==> config.mk <==
export PLATFORM = sky130hd
export DESIGN_NAME = gpio_flag_mux
export DESIGN_NICKNAME = d
export VERILOG_FILES = /design/src/rtl/gpio_flag_pkg.sv /design/src/rtl/gpio_sync.sv /design/src/rtl/gpio_bank.sv /design/src/rtl/flag_unit.sv /design/src/rtl/gpio_flag_mux.sv
export SDC_FILE = /design/constraint.sdc
export NUM_CORES = 1
export LEC_CHECK = 0
export BUFFER_PORTS_ARGS = -buffer_cell sky130_fd_sc_hd__buf_4
export CORE_MARGIN = 2
export CORE_UTILIZATION = 54
export DETAILED_ROUTE_END_ITERATION = 10
export GPL_TIMING_DRIVEN = 0
export MAX_ROUTING_LAYER = met4
export PLACE_DENSITY = 0.83
export SLEW_MARGIN = 0
export SYNTH_ARGS = -nofsm -noshare
export SYNTH_HDL_FRONTEND = slang
export SYNTH_SLANG_ARGS = --single-unit
==> constraint.sdc <==
create_clock -name clk -period 2.4 [get_ports clk]
set_input_delay 0.48 -clock clk [delete_from_list [all_inputs] [get_ports clk]]
set_output_delay 0.48 -clock clk [all_outputs]
set_load 0.02 [all_outputs]
==> src/rtl/gpio_flag_pkg.sv <==
package gpio_flag_pkg;
  typedef enum logic [2:0] {
    ADDR_DIR    = 3'd0,
    ADDR_DATA   = 3'd1,
    ADDR_SET    = 3'd2,
    ADDR_CLR    = 3'd3,
    ADDR_BUSSEL = 3'd4
  } reg_addr_e;

  typedef struct packed {
    logic sel;
    logic en;
  } bussel_t;
endpackage

==> src/rtl/gpio_sync.sv <==
module gpio_sync #(
  parameter int W = 8
) (
  input  logic         clk,
  input  logic         rst_n,
  input  logic [W-1:0] d,
  output logic [W-1:0] q
);
  logic [W-1:0] meta_q;

  always_ff @(posedge clk or negedge rst_n) begin
    if (!rst_n) begin
      meta_q <= '0;
      q      <= '0;
    end else begin
      meta_q <= d;
      q      <= meta_q;
    end
  end
endmodule

==> src/rtl/gpio_bank.sv <==
module gpio_bank
  import gpio_flag_pkg::*;
#(
  parameter int W = 8
) (
  input  logic         clk,
  input  logic         rst_n,
  input  logic         wr_en,
  input  logic [2:0]   addr,
  input  logic [W-1:0] wdata,
  output logic [W-1:0] dir_q,
  output logic [W-1:0] latch_q
);
  reg_addr_e    a;
  logic [W-1:0] dir_d, latch_d;
  logic         dir_ld, latch_ld;

  assign a = reg_addr_e'(addr);

  always_comb begin
    dir_d    = dir_q;
    latch_d  = latch_q;
    dir_ld   = 1'b0;
    latch_ld = 1'b0;
    if (wr_en) begin
      unique case (a)
        ADDR_DIR:  begin dir_d = wdata; dir_ld = 1'b1; end
        ADDR_DATA: begin latch_d = wdata; latch_ld = 1'b1; end
        ADDR_SET:  begin latch_d = latch_q | wdata; latch_ld = 1'b1; end
        ADDR_CLR:  begin latch_d = latch_q & ~wdata; latch_ld = 1'b1; end
        default:   ;
      endcase
    end
  end

  always_ff @(posedge clk or negedge rst_n) begin
    if (!rst_n) begin
      dir_q   <= '0;
      latch_q <= '0;
    end else begin
      if (dir_ld)   dir_q   <= dir_d;
      if (latch_ld) latch_q <= latch_d;
    end
  end

  assert_set_bits_R3: assert property (@(posedge clk) disable iff (!rst_n)
    (wr_en && addr == 3'd2) |=> ((latch_q & $past(wdata)) == $past(wdata)));
  assert_clr_bits_R3: assert property (@(posedge clk) disable iff (!rst_n)
    (wr_en && addr == 3'd3) |=> ((latch_q & $past(wdata)) == '0));
  assert_dir_load_R1: assert property (@(posedge clk) disable iff (!rst_n)
    (wr_en && addr == 3'd0) |=> (dir_q == $past(wdata)));
endmodule

==> src/rtl/flag_unit.sv <==
module flag_unit (
  input  logic clk,
  input  logic rst_n,
  input  logic set_cmd,
  input  logic clr_cmd,
  input  logic stat_wr,
  output logic flag_q
);
  logic flag_d, clr_any;

  assign clr_any = clr_cmd | stat_wr;

  always_comb begin
    flag_d = flag_q;
    if (clr_any)      flag_d = 1'b0;
    else if (set_cmd) flag_d = 1'b1;
  end

  always_ff @(posedge clk or negedge rst_n) begin
    if (!rst_n) flag_q <= 1'b1;
    else        flag_q <= flag_d;
  end

  assert_clear_wins_R11: assert property (@(posedge clk) disable iff (!rst_n)
    (clr_cmd || stat_wr) |=> !flag_q);
  assert_set_high_R11: assert property (@(posedge clk) disable iff (!rst_n)
    (set_cmd && !clr_cmd && !stat_wr) |=> flag_q);
endmodule

==> src/rtl/gpio_flag_mux.sv <==
module gpio_flag_mux
  import gpio_flag_pkg::*;
#(
  parameter int N_GPIO  = 8,
  parameter int BOOT_W  = 4,
  parameter int CKE_BIT = 4
) (
  input  logic              clk,
  input  logic              rst_n,
  input  logic              reg_wr,
  input  logic [2:0]        reg_addr,
  input  logic [N_GPIO-1:0] reg_wdata,
  output logic [N_GPIO-1:0] reg_rdata,
  input  logic              flag_set,
  input  logic              flag_clr,
  input  logic              status_wr,
  input  logic              cke_in,
  input  logic              out_off_n,
  input  logic [N_GPIO-1:0] gpio_in,
  output logic [N_GPIO-1:0] gpio_out,
  output logic [N_GPIO-1:0] gpio_oe,
  output logic              flag_out,
  output logic              flag_oe,
  output logic [BOOT_W-1:0] boot_mode,
  output logic              boot_valid
);
  localparam int BOOT_WAIT = 2;
  localparam int CNT_W     = $clog2(BOOT_WAIT + 1);

  logic              rst_meta_q, rst_i;
  logic [N_GPIO-1:0] pin_s, dir_q, latch_q, rd_data_bits;
  logic              flag_q, cke_on_gpio, cke_on_flag;
  bussel_t           bus_q, bus_d;
  logic              bus_ld;
  logic [CNT_W-1:0]  cnt_q, cnt_d;
  logic              cnt_en, cap_en;
  reg_addr_e         a;

  // reset: asserted asynchronously, released on the clock
  always_ff @(posedge clk or negedge rst_n) begin
    if (!rst_n) begin
      rst_meta_q <= 1'b0;
      rst_i      <= 1'b0;
    end else begin
      rst_meta_q <= 1'b1;
      rst_i      <= rst_meta_q;
    end
  end

  gpio_sync #(.W(N_GPIO)) u_sync (.clk(clk), .rst_n(rst_i), .d(gpio_in), .q(pin_s));

  gpio_bank #(.W(N_GPIO)) u_bank (
    .clk(clk), .rst_n(rst_i), .wr_en(reg_wr), .addr(reg_addr),
    .wdata(reg_wdata), .dir_q(dir_q), .latch_q(latch_q));

  flag_unit u_flag (
    .clk(clk), .rst_n(rst_i), .set_cmd(flag_set), .clr_cmd(flag_clr),
    .stat_wr(status_wr), .flag_q(flag_q));

  // bus selection register
  assign a = reg_addr_e'(reg_addr);
  always_comb begin
    bus_ld = reg_wr && (a == ADDR_BUSSEL);
    bus_d  = '{sel: reg_wdata[1], en: reg_wdata[0]};
  end

  always_ff @(posedge clk or negedge rst_i) begin
    if (!rst_i)      bus_q <= '0;
    else if (bus_ld) bus_q <= bus_d;
  end

  assign cke_on_gpio = bus_q.en &  bus_q.sel;
  assign cke_on_flag = bus_q.en & ~bus_q.sel;

  // per-pin output steering and readback
  for (genvar i = 0; i < N_GPIO; i++) begin : g_pin
    if (i == CKE_BIT) begin : g_cke
      assign gpio_out[i]     = cke_on_gpio ? cke_in : latch_q[i];
      assign gpio_oe[i]      = cke_on_gpio | dir_q[i];
      assign rd_data_bits[i] = (dir_q[i] && !cke_on_gpio) ? latch_q[i] : pin_s[i];
    end else begin : g_std
      assign gpio_out[i]     = latch_q[i];
      assign gpio_oe[i]      = dir_q[i];
      assign rd_data_bits[i] = dir_q[i] ? latch_q[i] : pin_s[i];
    end
  end

  assign flag_out = cke_on_flag ? cke_in : flag_q;
  assign flag_oe  = out_off_n;

  always_comb begin
    reg_rdata = '0;
    unique case (a)
      ADDR_DIR:    reg_rdata = dir_q;
      ADDR_DATA:   reg_rdata = rd_data_bits;
      ADDR_BUSSEL: reg_rdata[1:0] = {bus_q.sel, bus_q.en};
      default:     reg_rdata = '0;
    endcase
  end

  // one-time boot-mode capture
  always_comb begin
    cnt_en = !boot_valid && (cnt_q != CNT_W'(BOOT_WAIT));
    cap_en = !boot_valid && (cnt_q == CNT_W'(BOOT_WAIT));
    cnt_d  = cnt_q + 1'b1;
  end

  always_ff @(posedge clk or negedge rst_i) begin
    if (!rst_i) begin
      cnt_q      <= '0;
      boot_mode  <= '0;
      boot_valid <= 1'b0;
    end else begin
      if (cnt_en) cnt_q <= cnt_d;
      if (cap_en) begin
        boot_mode  <= pin_s[BOOT_W-1:0];
        boot_valid <= 1'b1;
      end
    end
  end

  assert_flag_off_R12: assert property (@(posedge clk) disable iff (!rst_i)
    !out_off_n |-> !flag_oe);
  assert_cke_gpio_R8: assert property (@(posedge clk) disable iff (!rst_i)
    (bus_q.en && bus_q.sel) |-> (gpio_oe[CKE_BIT] && gpio_out[CKE_BIT] == cke_in));
  assert_cke_flag_R9: assert property (@(posedge clk) disable iff (!rst_i)
    (bus_q.en && !bus_q.sel) |-> (flag_out == cke_in));
  assert_boot_hold_R6: assert property (@(posedge clk) disable iff (!rst_i)
    boot_valid |=> (boot_valid && $stable(boot_mode)));
endmodule

-- Yosys cells after proc, flatten, opt, wreduce, memory -nomap -nowiden
Cells that the tools add are included.
- output and inout port bits: 31
- bits in writable memories: 0
- bits in latches: 0
- flip-flop bits (word level): 44
- memory bits (read-only): 0
- memories kept: 0
- logic and storage cells: 58
- div/mod/pow operators: 0
- reductions and logical operators: 12
- shifts and indexed selects: 0
- multiply operators: 0
- bitwise logic cells: 8
- add/subtract/negate cells: 1
- equal/unequal tests: 6
- mux-type cells: 19
- order comparisons: 0
- operators by type and width (cell ; count):
    $pmux 8 s3 ; 1
    $mux 1 ; 16
    $pmux 6 s2 ; 1
    $and 8x8->8 ; 1
    $not 8->8 ; 1
    $or 8x8->8 ; 1
    $eq 3x2->1 const B ; 2
    $pmux 2 s3 ; 1
    $reduce_and 3->1 ; 2
    $logic_and 1x1->1 ; 4
    $eq 3x1->1 const B ; 1
    $eq 3x3->1 const B ; 1
    $logic_not 3->1 ; 1
    $reduce_bool 3->1 ; 1
    $reduce_or 3->1 ; 1
    $add 2x1->2 const B ; 1
    $and 1x1->1 ; 2
    $eq 2x2->1 const B ; 1
    $logic_not 1->1 ; 2
    $ne 2x2->1 const B ; 1
    $or 1x1->1 ; 2
    $reduce_bool 2->1 ; 1
    $not 1->1 ; 1

-- Depth between registers and ports, before layout
- depth in word-level cells: 5
- mapped depth: 6
- mapped depth without buffers: 5

-- Cells and area by module
Synthesis repeated with hierarchy kept, for this count alone.
- cells, all modules: 131
- area total of the unflattened synthesis: 1769.2 sq um
- modules (own cells, without submodules) (module ; instances ; cells each ; area each (sq um)):
    gpio_bank ; 1 ; 47 ; 668.1
    gpio_flag_mux ; 1 ; 65 ; 660.6
    gpio_sync ; 1 ; 16 ; 400.4
    flag_unit ; 1 ; 3 ; 40.0

-- Worst setup path after synthesis
OpenSTA, ideal clock, no wires.
- path type: in2out
- start point: input reg_addr[2]
- end point: output reg_rdata[0]
- required time: 1920 ps
- data arrival time: 1837 ps
- cell stages on the path: 3
- path buffers: 1
- slack: 83 ps
- cells stage by stage: buf_6 nor2b_1 a2111oi_0
- longest elaborated chain between the ends: 2
- elaborated cells between the ends (all ways): 4
- RTL lines (what ; line ; text):
    start: declaration ; gpio_flag_mux.sv:11 ; input logic [2:0] reg_addr,
    $eq 3x3->1, or another cell as far along ; gpio_flag_mux.sv:93 ; unique case (a)
    $pmux 2 s3 (*) ; gpio_flag_mux.sv:93 ;
    end: declaration ; gpio_flag_mux.sv:13 ; output logic [N_GPIO-1:0] reg_rdata,
Every way passes the cells marked *; elsewhere a longest branch is shown, timed or not.

-- Final worst setup path
- start point: input reg_addr[0]
- end point: output reg_rdata[6]
- longest elaborated chain between the ends: 2
- elaborated cells between the ends (all ways): 3
- RTL lines (what ; line):
    $eq 3x1->1 / $logic_not 3->1 (equally long branches) ; gpio_flag_mux.sv:93
    $pmux 6 s2 (*) ; gpio_flag_mux.sv:93
Marked as above.

==> flow_summary.ini <==
[floorplanning]
die_h_um = 63.83
coreArea_um2 = 3390
row_count = 21
die_w_um = 63.83
start_util_pct = 57.03
die_area_um2 = 4074
io_pins = 58

[finish]
synthToLayoutAreaGrowth_pct = 29.26
fillCellCount = 238
n_antenna_cell = 0
layout-drive-gt1-share_pct = 48.42
layout.nets = 248
finalInstanceArea_um2 = 2499

[clocking]
clockRootBuffer = clkbuf_4
clk_path_buf_depth = 2
cts_tree = done
h-tree-depth = 2
numCtsBuffers = 5
cts.sinks = 44
post-cts-setup-buffer-count = 0
path_clk_slew_ps = 130
worstSkewPairLatency_ps = 360

[global_route]
grt-ovfl-total = 0
antenna_found_initial = 0
grt_pass1_vias = 1491
grt_max_degree = 43
grt_first_pass_wirelength_mm = 6.837
grt_usage_pct = 22.88

[worst_setup_path]
cp_slowest_cell = clkbuf_1
crit_path_frequent_cell = buf_4
worstPathArrival_ps = 1780
critPathKind = input port to output pin
cp.depth = 6
critical_path.top_delay_family = buffers and inverters
cp_num_buf_inv = 4
worst_path_largest_cell_delay_ps = 400
worstSetupStartpointType = input port
reg2regPathDepth = 6
crit_fanout = 10
worstPathRequired_ps = 1920
end_kind = output pin
path_cells = buf_4 > clkbuf_1 > inv_1 > o21ai_0 > a21oi_1 > buf_4

[min_path]
hold_path_class = input port to flip-flop
worstHoldPathCells = 1

[detailed_routing]
drc = 0
drtIter0Drc = 52
via_per_inst = 5.225
vias = 1395
ant_nets = 0
drtPass1Iterations = 6
wl_mm = 4.133
drt-wirelength-per-cell_um = 15.48

[place]
gp_congestion = 0.8450
dpl.hpwl_mm = 3.000
place_area_um2 = 2405
portBuffers = 55

[timing]
setup_viol_count_final = 0
hold_viol = 0
fmax_ghz = 0.4428
maxSlewViolCount = 0
fin_setup_tns_ps = 0
fin_crit_ps = 2258
tightest_slew_ps = 885.0
rsz0062_at_grt = false
fin_crit_sh_pct = 94.10
slew_headroom_pct = 41.00
finClkSkew_ps = 10.00

[yosys]
synth.cell_area_um2 = 1933
ys_ff_latch = 44
ys_async_sr_fraction_pct = 100.0
yosysUniqueCellTypes = 30
synth_edf_count = 0
seq_area_frac_synth_pct = 57.02
syn-num-nets = 185
yosys_warnings = 0
synth-main-ff-cell = dfrtp_1
postSynthAreaPerCell_um2 = 12.31
synth_cells = 157

[outcome]
status = complete, no violations

[power]
ir_drop_v = 0.0004046
powerDensity_nw_per_um2 = 765.2
p_leak_nw = 1.151
power_mw = 1.912

[job]
drv_cap = 0
## cells in the final DEF (no fill, tap or decap), drive strengths merged, types with 4 or more instances in the layout
cell type	count
a21oi	14
a31oi	8
buf	74
clkbuf	9
dfrtp	43
mux2	16
nand2	5
nand2b	4
nand3b	6
o21ai	6
xnor2	9
## worst reg2reg max path, stage by stage (launching register included)
cell and delay (ps):
dfrtp_1 390, inv_1 50, ha_1 190, or2_2 290, clkbuf_1 140, nand2_1 80, o21ai_0 70
## per-stage QoR
step | setup slack [ps] | utilization, % | hold slack [ps] | cells
after floorplan | 82.78 | - | 184.4 | 157
after global placement | 261.2 | 70.91 | 262.0 | 258
after CTS | 132.5 | 73.72 | 194.7 | 267
final | 141.6 | 73.72 | 208.3 | 267
after detailed placement | 215.3 | 70.95 | 263.9 | 258
after global routing | 24.79 | 73.72 | 177.5 | 267
## path summary, 6_finish.rpt
path / startpoint / slack, ps / end
setup / recovery: reg_addr[0] / 140 / reg_rdata[6]
hold / removal: gpio_in[2] / 210 / u_sync.meta_q[2]
setup reg to reg: cnt_q[0] / 1110 / cnt_q[1]
hold reg to reg: u_sync.meta_q[0] / 360 / u_sync.q[0]
max in group asynchronous: rst_i / 1440 / bus_q[0]
min in group asynchronous: rst_i / 400 / u_bank.dir_q[3]
## registers in the layout (all words and copies together) (netlist names), 2 cells and up
signal,flops
u_bank.dir_q,8
u_bank.latch_q,8
u_sync.meta_q,8
u_sync.q,8
boot_mode,4
bus_q,2
cnt_q,2
## kinds of logic after synthesis
group	synth area share [%]
multiplexers	10.36
other	0.1940
buffers and inverters	8.673
AO/OA/AOI/OAI	9.645
flip-flops	57.02
adder cells (fa/ha/maj)	0.6471
XOR/XNOR	4.078
AND/OR/NAND/NOR	9.385
## what timing repair did
action / 4_1_cts / 5_1_grt
resized for setup: 0 / 0
hold buffers: 1 / 0
endpoints found under the hold margin: 2 / 0
## power breakdown
part | switching [mW] | internal [mW]
clock network | 0.244 | 0.222
registers | 0.0841 | 0.827
logic | 0.244 | 0.291
## synth_stat cells (2+ instances only)
cell,count,area [µm²]
a31oi_1,8,50.05
o21ai_0,6,30.03
buf_2,2,10.01
a21oi_1,14,70.07
xnor2_1,9,78.83
buf_4,15,112.6
inv_1,2,7.510
nand2_1,5,18.77
clkbuf_1,4,15.01
dfrtp_1,43,1076
mux2i_1,2,20.02
buf_6,2,22.52
or2_2,3,18.77
mux2_2,16,180.2
nor2_1,3,11.26
nand2b_1,4,25.02
nand3b_1,6,45.04
## routing by layer
| layer | vias to the layer above | routed length (µm) | GRT usage [%] |
|---|---|---|---|
| met5 | - | 0 | - |
| met4 | 0 | 104 | 8.967 |
| met3 | 10 | 264 | 5.986 |
| met2 | 60 | 2145 | 39.32 |
| met1 | 672 | 1619 | 25.36 |
| li1 | 653 | - | - |
## layout make-up
| cell class | instances | area (µm²) | area share (%) |
|---|---|---|---|
| Clock inverter | 3 | 46.29 | 1.853 |
| Timing Repair Buffer | 56 | 422.9 | 16.93 |
| Tap cell | 46 | 57.56 | 2.303 |
| Multi-Input combinational cell | 88 | 663.1 | 26.54 |
| Clock buffer | 5 | 37.54 | 1.502 |
| Inverter | 2 | 7.507 | 0.3005 |
| Buffer | 23 | 160.2 | 6.410 |
| Sequential cell | 44 | 1104 | 44.17 |
No activity file was read; power rests on OpenSTA's default activity.
